### src/rtl/intr_chain_pkg.sv
`timescale 1ns/1ps
// Shared helpers for the interrupt acknowledge chain.
// Assumes: slot count of at least 2.
package intr_chain_pkg;

    // Width of the slot index: one spare bit so out-of-range writes can be expressed.
    function automatic int unsigned slot_idx_width(input int unsigned n_slots);
        return $clog2(n_slots) + 1;
    endfunction

endpackage

### src/rtl/intr_chain_cell.sv
`timescale 1ns/1ps
// One slot of the acknowledge chain: holds the pending bit and the vector register.
// It absorbs the incoming acknowledge when pending and passes it on otherwise.
// Assumes: ack_in is a combinational ripple that is valid within the same cycle.
module intr_chain_cell #(
    parameter int unsigned VEC_W = 8
) (
    input  logic             clk,
    input  logic             rst_n,
    input  logic             req_set,
    input  logic             cfg_load,
    input  logic [VEC_W-1:0] cfg_vec,
    input  logic             ack_in,
    output logic             ack_out,
    output logic             grant,
    output logic             pending,
    output logic [VEC_W-1:0] vec_q
);

    // Absorb the acknowledge when pending; pass it downstream otherwise.
    always_comb begin
        grant   = ack_in & pending;
        ack_out = ack_in & ~pending;
    end

    // Pending bit: a new request has priority over the clear on service.
    always_ff @(posedge clk) begin
        if (!rst_n)        pending <= 1'b0;
        else if (req_set)  pending <= 1'b1;
        else if (grant)    pending <= 1'b0;
    end

    // Vector register, loaded by a configuration write.
    always_ff @(posedge clk) begin
        if (!rst_n)        vec_q <= '0;
        else if (cfg_load) vec_q <= cfg_vec;
    end

endmodule

### src/rtl/intr_vec_select.sv
`timescale 1ns/1ps
// AND-OR selector: returns the vector of the granted slot, or zero when none is granted.
// Assumes: grant is one-hot or zero, which the chain guarantees.
module intr_vec_select #(
    parameter int unsigned N_SRC = 8,
    parameter int unsigned VEC_W = 8
) (
    input  logic [N_SRC-1:0]       grant,
    input  logic [N_SRC*VEC_W-1:0] vecs,
    output logic [VEC_W-1:0]       sel_vec
);

    // OR together each slot's vector masked by its grant.
    always_comb begin
        sel_vec = '0;
        for (int i = 0; i < N_SRC; i++) begin
            sel_vec |= vecs[i*VEC_W +: VEC_W] & {VEC_W{grant[i]}};
        end
    end

endmodule

### src/rtl/intr_chain_top.sv
`timescale 1ns/1ps
// Interrupt acknowledge chain for N_SRC slots that share one request line.
// Slot 0 is nearest the processor and has the highest priority.
// The response is registered and valid in the cycle after the acknowledge.
// Assumes: ack_pulse is high for a single cycle per acknowledge.
module intr_chain_top #(
    parameter int unsigned N_SRC = 8,
    parameter int unsigned VEC_W = 8,
    parameter int unsigned IDX_W = intr_chain_pkg::slot_idx_width(N_SRC)
) (
    input  logic             clk,
    input  logic             rst_n,
    input  logic [N_SRC-1:0] src_req,
    input  logic             cfg_we,
    input  logic [IDX_W-1:0] cfg_idx,
    input  logic [VEC_W-1:0] cfg_vec,
    input  logic             ack_pulse,
    output logic             irq_line,
    output logic [VEC_W-1:0] vec_out,
    output logic             vec_valid,
    output logic             no_source
);

    logic [N_SRC:0]         ack_chain;
    logic [N_SRC-1:0]       grant;
    logic [N_SRC-1:0]       pending;
    logic [N_SRC-1:0]       cfg_load;
    logic [N_SRC*VEC_W-1:0] vecs;
    logic [VEC_W-1:0]       sel_vec;

    assign ack_chain[0] = ack_pulse;

    for (genvar g = 0; g < N_SRC; g++) begin : g_slot
        // Decode the configuration write for this slot.
        assign cfg_load[g] = cfg_we && (cfg_idx == IDX_W'(g));

        intr_chain_cell #(.VEC_W(VEC_W)) cell_i (
            .clk      (clk),
            .rst_n    (rst_n),
            .req_set  (src_req[g]),
            .cfg_load (cfg_load[g]),
            .cfg_vec  (cfg_vec),
            .ack_in   (ack_chain[g]),
            .ack_out  (ack_chain[g+1]),
            .grant    (grant[g]),
            .pending  (pending[g]),
            .vec_q    (vecs[g*VEC_W +: VEC_W])
        );
    end

    intr_vec_select #(.N_SRC(N_SRC), .VEC_W(VEC_W)) sel_i (
        .grant   (grant),
        .vecs    (vecs),
        .sel_vec (sel_vec)
    );

    // Shared request line: high while any slot is pending.
    assign irq_line = |pending;

    // Register the response; an acknowledge leaving the chain end means no source.
    always_ff @(posedge clk) begin
        if (!rst_n) begin
            vec_valid <= 1'b0;
            vec_out   <= '0;
            no_source <= 1'b0;
        end else begin
            vec_valid <= ack_pulse;
            vec_out   <= ack_pulse ? sel_vec : '0;
            no_source <= ack_chain[N_SRC];
        end
    end

endmodule

### config.mk
export PLATFORM = sky130hd
export DESIGN_NAME = intr_chain_top
export DESIGN_NICKNAME = d
export VERILOG_FILES = /design/src/rtl/intr_chain_pkg.sv /design/src/rtl/intr_chain_cell.sv /design/src/rtl/intr_vec_select.sv /design/src/rtl/intr_chain_top.sv
export SDC_FILE = /design/constraint.sdc
export NUM_CORES = 1
export LEC_CHECK = 0
export BUFFER_PORTS_ARGS = -buffer_cell sky130_fd_sc_hd__buf_2
export CORE_ASPECT_RATIO = 0.7
export CORE_MARGIN = 2
export CORE_UTILIZATION = 35
export CTS_BUF_LIST = sky130_fd_sc_hd__clkbuf_8 sky130_fd_sc_hd__clkbuf_16
export DETAILED_ROUTE_END_ITERATION = 10
export GPL_TIMING_DRIVEN = 0
export SYNTH_ARGS = -nofsm -noshare
export SYNTH_HDL_FRONTEND = slang
export SYNTH_SLANG_ARGS = --single-unit
export TNS_END_PERCENT = 50
### constraint.sdc
create_clock -name clk -period 1.9 [get_ports clk]
set_input_delay 0.475 -clock clk [delete_from_list [all_inputs] [get_ports clk]]
set_output_delay 0.475 -clock clk [all_outputs]
set_load 0.005 [all_outputs]
==> flow_summary.json, run 1 <==
{
  "outcome": "finished, final reports clean",
  "die_x_um": 127.8,
  "postSynthCellCount": 419,
  "power_frac_seq_pct": 44.0,
  "grt_overflow": 0,
  "p_clk_share_pct": 46.1,
  "clock.fmax_mhz": 546.7,
  "cp_top_family": "flip-flops",
  "io_pins": 35,
  "tritoncts": "yes",
  "htreeDepth": 3,
  "setup_viol": 0,
  "internal_power_mw": 3.093,
  "ys_seq_elements": 82,
  "die_area_um2": 11580,
  "cts.path.max_buffers": 2,
  "max_cap_viol_count": 0,
  "max_stage_delay_ps": 370,
  "ir_drop_v": 0.0005634,
  "crit_cells": 4,
  "cp-end-kind": "primary output",
  "avgSynthCellArea_um2": 8.955,
  "powerDensity_nw_per_um2": 919.4,
  "hold_path.class": "in -> reg",
  "ys_warn_count": 0,
  "cp-start-kind": "flop",
  "holdPathStages": 2,
  "finalMaxSlewViolations": 0,
  "dp_cells": 577,
  "finalSetupTns_ps": 0,
  "yosys.area_share.xor_xnor_pct": 0,
  "finClkSkew_ps": 4.955,
  "synth_compound_area_share_pct": 13.67,
  "synth_cell_types": 37,
  "async_reset_ff_share_pct": 0,
  "drive_above_1_share_pct": 17.32,
  "yosys.cell_count.top_type": "dfxtp_1",
  "antenna_found_initial": 0,
  "dp_worst_setup_slack_ps": 0.03209,
  "antennaDiodeCount": 0,
  "comb_power_share_pct": 9.9,
  "p_sw_mw": 0.9591,
  "numCtsBuffers": 9,
  "vias": 2934,
  "clock-root-buffer": "clkbuf_16",
  "synth-seq-area-share_pct": 43.75,
  "wl_um": 9889,
  "layout_min_cycle_time_ps": 1829,
  "grt_pass1_vias": 2742,
  "rows": 31,
  "reg2reg_to": "g_slot[7].cell_i.pending$_SDFFE_PN0P_",
  "grtUsageTotal_pct": 17.76,
  "rr_worst_depth": 6,
  "core_area_um2": 10400,
  "vias_per_cell": 4.939,
  "nets": 481,
  "portBuffers": 26,
  "synth_top_family_by_area": "simple AND/OR/NAND/NOR gates",
  "path_clk_slew_ps": 60,
  "cp-endpoint": "irq_line",
  "startpoint": "g_slot[6].cell_i.pending$_SDFFE_PN0P_",
  "synthTopCellsByCount": "82 x dfxtp_1, 60 x nor2b_1, 54 x nand2_1",
  "holdBufCountCts": 0,
  "initial_core_util_pct": 36.10,
  "synth_top_cell_area_share_pct": 43.75,
  "cp_slowest_cell": "dfxtp_2",
  "crit_fanout": 10,
  "synth_edf_count": 0,
  "synth_area_um2": 3752,
  "final_cells": 594,
  "gp_congestion": 0.8225,
  "wl_per_cell_um": 16.65,
  "reg2reg_from": "g_slot[2].cell_i.pending$_SDFFE_PN0P_",
  "reg2reg_slack_ps": 350,
  "hold_viol": 0,
  "synthAdderAreaFrac_pct": 0,
  "period_share_pct": 96.28,
  "cp.buffers_inverters": 2,
  "worstPathArrival_ps": 1350,
  "cts.sinks": 82,
  "p_leak_nw": 1.691,
  "die_h_um": 90.63,
  "rsz0062_at_grt": "false",
  "hpwl_um": 6895,
  "synthSimpleGateAreaFrac_pct": 23.47,
  "finalWorstSetupSlack_ps": 70.69,
  "design_area_um2": 4407,
  "swShare_pct": 23.67,
  "drt_iter0_drc": 217,
  "worstSetupPathType": "reg -> out",
  "synth_ff_type": "dfxtp_1",
  "drc": 0,
  "synth_mux_area_share_pct": 12.80,
  "relSlewSlack_pct": 59.31,
  "cp.required_ps": 1420,
  "first_pass_iters": 4,
  "ant_nets": 0,
  "synth_nets": 443,
  "postPlaceCellArea_um2": 4048,
  "synth_top_area_cell": "dfxtp_1",
  "worst_skew_pair.late_latency_ps": 340,
  "syn_to_final_growth_pct": 17.44,
  "grt_first_pass_wirelength_um": 15460,
  "path_cells": "clkbuf_4 -> nor3_4 -> nand2_1 -> buf_2",
  "power_mw": 4.052,
  "synth.top_cells.by_area": "dfxtp_1 44%, mux2i_1 13%, nor2b_1 10%",
  "tightest_slew_ps": 610.4,
  "grt_max_degree": 14
}
==> power by group through the flow <==
stage	Clock, mW	Combinational (mW)	Sequential, mW
final	1.87	0.402	1.78
after global routing	1.95	0.438	1.78
after CTS	1.89	0.403	1.78
after detailed placement	0	0.388	1.81
after global placement	0	0.384	1.81
after floorplan	0	0.253	1.81
==> area by class of cell <==
type | instances | area [um^2]
plain buffers | 34 | 190.2
clock inverters | 6 | 81.33
flip-flops and latches | 82 | 1650
repair buffers | 31 | 167.7
fillers | 1025 | 5988
multi-input cells | 291 | 1883
inverters | 8 | 30.03
clock buffers | 10 | 239.0
well taps | 132 | 165.2
==> worst register-to-register path, cell delays in order, from the launching register on <==
cell	delay, ps
dfxtp_1	290
buf_2	180
nor4_4	290
buf_4	170
nand2_1	200
nor4_1	230
nor2_1	80
==> layer usage <==
layer | vias up | part of all wire [%] | GRT usage, %
li1 | 1486 | - | -
met1 | 1368 | 52 | 26.92
met2 | 73 | 41 | 25.04
met3 | 7 | 5.3 | 4.799
met4 | 0 | 0.73 | 3.571
met5 | - | 0 | 0
==> cell usage in the layout, fill, tap and decap left out, types with 2 or more instances in the layout <==
| cell type | count |
|---|---|
| mux2i_1 | 48 |
| buf_2 | 40 |
| a21oi_1 | 19 |
| clkinv_2 | 2 |
| bufinv_16 | 2 |
| a21boi_1 | 13 |
| nand3_1 | 16 |
| dfxtp_1 | 79 |
| o31ai_1 | 8 |
| nor3b_2 | 2 |
| a211oi_1 | 8 |
| nor2b_1 | 60 |
| nor2_1 | 13 |
| clkbuf_1 | 12 |
| buf_6 | 5 |
| o21a_1 | 3 |
| o21ai_0 | 19 |
| dfxtp_4 | 2 |
| inv_1 | 9 |
| clkbuf_16 | 9 |
| o211ai_1 | 8 |
| a21boi_0 | 3 |
| nand2_1 | 54 |
| buf_4 | 6 |
| nor3_1 | 2 |
==> worst min path at each step <==
stage | startpoint | end
floorplan | g_slot[0].cell_i.vec_q[7]$_SDFFE_PN0P_ | g_slot[0].cell_i.vec_q[7]$_SDFFE_PN0P_
global placement | g_slot[0].cell_i.vec_q[6]$_SDFFE_PN0P_ | g_slot[0].cell_i.vec_q[6]$_SDFFE_PN0P_
detailed placement | g_slot[0].cell_i.vec_q[6]$_SDFFE_PN0P_ | g_slot[0].cell_i.vec_q[6]$_SDFFE_PN0P_
CTS | src_req[0] | g_slot[0].cell_i.pending$_SDFFE_PN0P_
global route | src_req[0] | g_slot[0].cell_i.pending$_SDFFE_PN0P_
finish | src_req[0] | g_slot[0].cell_i.pending$_SDFFE_PN0P_
==> cells by family after synthesis <==
logic type / Yosys count
buffers and inverters: 46
AO/OA/AOI/OAI: 81
AND/OR/NAND/NOR: 162
flip-flops: 82
multiplexers: 48
==> registers in the layout (all words and copies together) (netlist names) <==
name                   flops
g_slot.cell_i.pending      8
g_slot.cell_i.vec_q       64
no_source                  1
vec_out                    8
vec_valid                  1
==> metrics by stage <==
stage	hold WS [ps]	util (%)
finish	347.5	42.39
global route	340.5	42.39
CTS	339.4	42.43
detailed placement	454.2	38.94
global placement	451.8	38.94
floorplan	435.1	-
==> what timing repair did <==
item / in CTS / in global routing
buffers inserted: 4 / 1
pin swaps: 2 / 4
endpoints found under the setup margin: 1 / 1
resized for setup: 9 / 2
Note: power is estimated with default switching activity, not from simulation.
==> inputs of run 2 (changes only) <==
--- a/config.mk
+++ b/config.mk
@@ -7,12 +7,12 @@
 export LEC_CHECK = 0
 export BUFFER_PORTS_ARGS = -buffer_cell sky130_fd_sc_hd__buf_2
 export CORE_ASPECT_RATIO = 0.7
-export CORE_MARGIN = 2
 export CORE_UTILIZATION = 35
 export CTS_BUF_LIST = sky130_fd_sc_hd__clkbuf_8 sky130_fd_sc_hd__clkbuf_16
 export DETAILED_ROUTE_END_ITERATION = 10
 export GPL_TIMING_DRIVEN = 0
 export SYNTH_ARGS = -nofsm -noshare
 export SYNTH_HDL_FRONTEND = slang
+export SYNTH_HIERARCHICAL = 1
 export SYNTH_SLANG_ARGS = --single-unit
-export TNS_END_PERCENT = 50
+export TNS_END_PERCENT = 10
==> run 2 against run 1 <==
  * The run now ends with setup timing left
  * Area after synthesis shrank 7.9%
  * First-iteration DRC count shrank 27%
  * Synthesized cell count shrank 23%
  * Clock-buffer cell count grew 1
  * Final cell count shrank 15%
  * Combinational power shrank 40%
  * Utilization grew 3.1 points
  * Flip-flop and latch count is the same
  * Global-route usage shrank 0.91 points
  * Critical endpoint is now vec_out[7]$_SDFF_PN0_
==> flow_summary.json, run 2 <==
{
  "outcome": "complete, but fails checks",
  "failed_checks": "setup timing",
  "top_register": "g_slot.cell_i/vec_q",
  "holdBufCountCts": 0,
  "avgSynthCellArea_um2": 10.66,
  "rsz0062_at_grt": "true",
  "hold_slack_ps": 348.8,
  "ys_warn_count": 6,
  "cts.path.max_buffers": 2,
  "synth.top_cells.by_area": "dfxtp_1 48%, mux2i_1 19%, nor2b_1 14%",
  "dp_worst_setup_slack_ps": -784.6,
  "powerDensity_nw_per_um2": 879.9,
  "synth_nets": 348,
  "grtUsageTotal_pct": 16.85,
  "worstPathArrival_ps": 2350,
  "cp.required_ps": 2170,
  "tightest_slew_ps": 1157,
  "drc": 0,
  "async_reset_ff_share_pct": 0,
  "cp_slowest_cell": "dfxtp_4",
  "initial_core_util_pct": 37.05,
  "finalWorstSetupSlack_ps": -179.9,
  "synthTopCellsByCount": "82 x dfxtp_1, 80 x nor2b_1, 64 x mux2i_1",
  "cp-end-kind": "flop",
  "core_area_um2": 9325,
  "design_area_um2": 4245,
  "finClkSkew_ps": 3.451,
  "worstSetupPathType": "reg -> reg",
  "grt_first_pass_wirelength_um": 12750,
  "finalMaxSlewViolations": 0,
  "hpwl_um": 5224,
  "cp_top_family": "simple AND/OR/NAND/NOR gates",
  "ys_seq_elements": 82,
  "ant_nets": 0,
  "hold_path.class": "in -> reg",
  "worst_skew_pair.late_latency_ps": 330,
  "vias": 2468,
  "cp.buffers_inverters": 0,
  "io_pins": 35,
  "antennaDiodeCount": 0,
  "postPlaceCellArea_um2": 3884,
  "final_common_cell": "dfxtp_1",
  "grt_max_degree": 83,
  "reg.largest.list": "g_slot.cell_i/vec_q: 64 flops, g_slot.cell_i/pending: 8 flops, vec_out: 8 flops",
  "p_leak_nw": 1.478,
  "layout_common_cells": "81 x dfxtp_1, 73 x nor2b_1, 64 x mux2i_1",
  "setup_viol": 9,
  "gp_congestion": 0.7319,
  "relSlewSlack_pct": 22.85,
  "rows": 29,
  "wl_um": 8000,
  "synth_cell_types": 19,
  "die_area_um2": 10280,
  "period_share_pct": 109.5,
  "finalSetupTns_ps": -1128,
  "path_clk_slew_ps": 60,
  "vias_per_cell": 4.897,
  "cpMostUsedCell": "nor2b_4",
  "drive_above_1_share_pct": 22.11,
  "antenna_found_initial": 0,
  "wl_per_cell_um": 15.87,
  "ir_drop_v": 0.0003946,
  "synth_area_um2": 3455,
  "cp-start-kind": "flop",
  "synth_ff_type": "dfxtp_1",
  "synth_edf_count": 0,
  "cts.sinks": 82,
  "layout_min_cycle_time_ps": 2080,
  "path_cells": "nor2b_4 -> nor2b_4 -> nor2b_4 -> nor2b_4 -> nor2b_4 -> nor2b_4 -> nor2b_4 -> and2_4 -> a22oi_2 -> nand4_1 -> and3_4",
  "max_cap_viol_count": 0,
  "synth_top_area_cell": "dfxtp_1",
  "postSynthCellCount": 324,
  "synth_top_cell_area_share_pct": 47.52,
  "tritoncts": "yes",
  "drt_iter0_drc": 158,
  "syn_to_final_growth_pct": 22.89,
  "nets": 399,
  "htreeDepth": 3,
  "clock-root-buffer": "clkbuf_16",
  "numCtsBuffers": 9,
  "grt_overflow": 0,
  "largest_reg_flops": 64,
  "portBuffers": 34,
  "utilization_pct": 45.53,
  "crit_fanout": 8,
  "synth-seq-area-share_pct": 47.52,
  "max_stage_delay_ps": 350,
  "yosys.cell_count.top_type": "dfxtp_1",
  "clock.fmax_mhz": 480.8,
  "first_pass_iters": 4,
  "hold_viol": 0,
  "die_h_um": 85.12,
  "die_x_um": 120.7,
  "grt_pass1_vias": 2377
}
## run 2: changes by cell type in the layout (fill, tap and decap cells not counted), sizes merged, moves of 9 or more
cell | previous run | this run
and2 | 1 | 10
nand2 | 55 | 2
a21oi | 19 | 0
mux2i | 48 | 64
a22oi | 0 | 32
a21boi | 16 | 0
nor2 | 15 | 6
nand3 | 16 | 0
o21ai | 19 | 0
nor2b | 60 | 80
## run 2: final cells by class
type                       count  area (um^2)
buffer                        14        116.4
clock buffer                  11        252.7
clock inverter                 5        46.29
fill                         881         5080
multi-input combinational    226         1793
sequential                    82         1645
tap                          124        155.1
timing repair buffer          42        236.5
## run 2: routing by layer
layer	up-vias	global-route usage (%)	part of all wire (%)
li1	1245	-	-
met4	0	6.397	0.98
met2	25	26.49	45
met5	-	0	0
met1	1192	22.20	51
met3	6	4.435	3.1
## run 2: path summary, 6_finish.rpt
path / startpoint / end / slack [ps] / depth (start not counted)
setup / recovery: g_slot[0].cell_i/pending$_SDFFE_PN0P_ / vec_out[7]$_SDFF_PN0_ / -180 / 11
hold / removal: src_req[0] / g_slot[0].cell_i/pending$_SDFFE_PN0P_ / 350 / 2
setup reg to reg: g_slot[0].cell_i/pending$_SDFFE_PN0P_ / vec_out[7]$_SDFF_PN0_ / -180 / 11
hold reg to reg: g_slot[0].cell_i/vec_q[6]$_SDFFE_PN0P_ / g_slot[0].cell_i/vec_q[6]$_SDFFE_PN0P_ / 520 / 2
## run 2: cells by family (layout without fill, tap and decap cells)
kind of cell           Yosys count  after routing  share of synthesized area, %
and+or+nand+nor                122            122                         21.77
DFF                             82             82                         47.52
muxes                           64             64                         18.54
AOI/OAI and AO/OA               40             40                         8.693
buffers and inverters           16             72                         3.477
## run 2: report_power, final
part	internal [mW]	switching [mW]
Sequential	1.75	0.0256
Clock	1.07	0.645
Combinational	0.120	0.121
Total	2.94	0.792
## run 2: repair_timing
item | in CTS | in global routing
pin swaps | 1 | 1
setup buffers | 6 | 2
setup endpoints to repair | 8 | 9
resized for setup | 6 | 0
## run 2: per-stage QoR
stage / power, mW / std cells
finish: 3.736 / 504
global route: 3.893 / 504
CTS: 3.771 / 502
detailed placement: 2.040 / 482
global placement: 2.035 / 482
floorplan: 1.936 / 324
==> inputs of run 3 (changes only) <==
==> constraint.sdc (replaced) <==
create_clock -name clk -period 2.05 [get_ports clk]
set_input_delay 0.5125 -clock clk [delete_from_list [all_inputs] [get_ports clk]]
set_output_delay 0.5125 -clock clk [all_outputs]
set_load 0.005 [all_outputs]
==> run 3 against run 2 <==
  * Die area unchanged
  * Clock skew barely moved
  * The run still ends with setup timing left
  * Design area hardly changed
  * Flip-flop and latch count unchanged
  * Final cell count unchanged
  * Largest power group unchanged
  * Power shrank 7.3%
  * Worst hold slack improved by 36 ps
  * Maximum frequency is 0.17% lower
==> flow_summary.json, run 3 (synthesis results as in run 2) <==
{
  "grt_pass1_vias": 2371,
  "core_area_um2": 9325,
  "drive_above_1_share_pct": 22.11,
  "antenna_found_initial": 0,
  "top_register": "g_slot.cell_i/vec_q",
  "die_area_um2": 10280,
  "syn_to_final_growth_pct": 23.00,
  "die_x_um": 120.7,
  "ant_nets": 0,
  "power_frac_seq_pct": 47.5,
  "p_sw_mw": 0.7346,
  "layout_common_cells": "81 x dfxtp_1, 73 x nor2b_1, 64 x mux2i_1",
  "htreeDepth": 3,
  "tritoncts": "yes",
  "relSlewSlack_pct": 24.30,
  "nets": 399,
  "cp-endpoint": "vec_out[7]$_SDFF_PN0_",
  "period_share_pct": 101.6,
  "grt_overflow": 0,
  "dp_cells": 482,
  "fillers": 879,
  "numCtsBuffers": 9,
  "startpoint": "g_slot[0].cell_i/pending$_SDFFE_PN0P_",
  "cp-start-kind": "flop",
  "vias": 2464,
  "reg.largest.list": "g_slot.cell_i/vec_q: 64 flops, g_slot.cell_i/pending: 8 flops, vec_out: 8 flops",
  "max_stage_delay_ps": 400,
  "initial_core_util_pct": 37.05,
  "grt_first_pass_wirelength_um": 12720,
  "gr-usage-met1_pct": 22.20,
  "final_common_cell": "dfxtp_1",
  "cp-end-kind": "flop",
  "internal_power_mw": 2.729,
  "swShare_pct": 21.21,
  "die_h_um": 85.12,
  "tightest_slew_ps": 1136,
  "path_cells": "nor2b_4 -> nor2b_4 -> nor2b_4 -> nor2b_4 -> and2_1 -> clkbuf_1 -> a22oi_1 -> nand4_1 -> and3_4",
  "ir_drop_v": 0.0003666,
  "busiest_layer": "met2",
  "portBuffers": 34,
  "layout_min_cycle_time_ps": 2083,
  "setup_viol": 2,
  "cts.sinks": 82,
  "cpMostUsedCell": "nor2b_4",
  "wl_per_cell_um": 15.84,
  "finClkSkew_ps": 3.795,
  "reg2reg_slack_ps": -30,
  "p_leak_nw": 1.479,
  "worst_skew_pair.late_latency_ps": 330,
  "cp_slowest_cell": "clkbuf_1",
  "worstPathArrival_ps": 2350,
  "first_pass_iters": 4,
  "hold_path.class": "in -> reg",
  "drt_iter0_drc": 161,
  "crit_fanout": 8,
  "wl_um": 7984,
  "max_cap_viol_count": 0,
  "cts.path.max_buffers": 2,
  "hold_slack_ps": 385.0,
  "p_clk_share_pct": 46.0,
  "path_clk_slew_ps": 60,
  "io_pins": 35,
  "comb_power_share_pct": 6.5,
  "powerDensity_nw_per_um2": 815.1,
  "finalMaxSlewViolations": 0,
  "rr_worst_depth": 9,
  "failed_checks": "setup timing",
  "final_cells": 504,
  "largest_reg_flops": 64,
  "rows": 29,
  "gp_congestion": 0.7319,
  "reg2reg_from": "g_slot[0].cell_i/pending$_SDFFE_PN0P_",
  "cp.required_ps": 2320,
  "reg2reg_to": "vec_out[7]$_SDFF_PN0_",
  "hpwl_um": 5224,
  "drc": 0,
  "design_area_um2": 4249,
  "grtUsageTotal_pct": 16.82,
  "rsz0062_at_grt": "true",
  "worstSetupPathType": "reg -> reg",
  "clock.fmax_mhz": 480.0,
  "finalWorstSetupSlack_ps": -33.45,
  "globalRouteMet3Util_pct": 4.435,
  "clock-root-buffer": "clkbuf_16",
  "antennaDiodeCount": 0,
  "dp_worst_setup_slack_ps": -672.1,
  "hold_viol": 0,
  "vias_per_cell": 4.889,
  "grt_max_degree": 83,
  "postPlaceCellArea_um2": 3884,
  "use_met2_pct": 26.38,
  "outcome": "complete, but fails checks"
}
[run 3: routing by layer]
| metal | share of wire [%] | wire, um | up-vias |
|---|---|---|---|
| li1 | - | - | 1245 |
| met1 | 51 | 4081 | 1188 |
| met2 | 45 | 3607 | 25 |
| met3 | 2.7 | 217 | 6 |
| met4 | 0.98 | 78 | 0 |
| met5 | 0 | 0 | - |
[run 3: how the worst min path moves through the flow]
stage | end | startpoint | slack [ps] | cells after the start
after global routing | g_slot[3].cell_i/pending$_SDFFE_PN0P_ | src_req[3] | 380 | 2
after detailed placement | g_slot[1].cell_i/vec_q[3]$_SDFFE_PN0P_ | g_slot[1].cell_i/vec_q[3]$_SDFFE_PN0P_ | 510 | 2
final | g_slot[0].cell_i/pending$_SDFFE_PN0P_ | src_req[0] | 380 | 2
after global placement | g_slot[4].cell_i/vec_q[6]$_SDFFE_PN0P_ | g_slot[4].cell_i/vec_q[6]$_SDFFE_PN0P_ | 500 | 2
after floorplan | g_slot[1].cell_i/vec_q[0]$_SDFFE_PN0P_ | g_slot[1].cell_i/vec_q[0]$_SDFFE_PN0P_ | 480 | 2
after CTS | g_slot[2].cell_i/pending$_SDFFE_PN0P_ | src_req[2] | 380 | 2
[run 3: power by group through the flow]
stage | registers [mW] | clock network [mW] | logic (mW)
detailed placement | 1.68 | 0 | 0.209
global route | 1.65 | 1.72 | 0.244
floorplan | 1.68 | 0 | 0.117
CTS | 1.65 | 1.63 | 0.222
global placement | 1.68 | 0 | 0.205
finish | 1.65 | 1.59 | 0.224
[run 3: area by class of cell]
type | count | area, um^2 | share of cell area, %
Multi-Input combinational cell | 226 | 1793 | 42.20
Sequential cell | 82 | 1645 | 38.72
Clock buffer | 11 | 252.7 | 5.948
Timing Repair Buffer | 42 | 240.2 | 5.654
Tap cell | 124 | 155.1 | 3.651
Buffer | 14 | 116.4 | 2.739
Clock inverter | 5 | 46.29 | 1.090
[run 3: what timing repair did]
item                                    in CTS  in global routing
hold buffers                                 0                  0
setup buffers                                6                  2
endpoints found under the setup margin       8                  8
gates resized for setup                      7                  0
pin swaps                                    0                  1
[run 3: stage by stage]
stage	utilization [%]	total power [mW]	TNS (ps)
final	45.57	3.464	-58.64
after global routing	45.57	3.609	-824.3
after CTS	45.40	3.496	-30.09
after detailed placement	41.65	1.891	-5253
after global placement	41.65	1.887	-5147
after floorplan	-	1.795	-31.57
[run 3: worst max-delay path, delay by kind of cell (launching register included)]
kind,cells,cell delay [ps]
buffers and inverters,1,400
AND/OR/NAND/NOR,7,1030
AO/OA/AOI/OAI,1,220
flip-flops,1,350
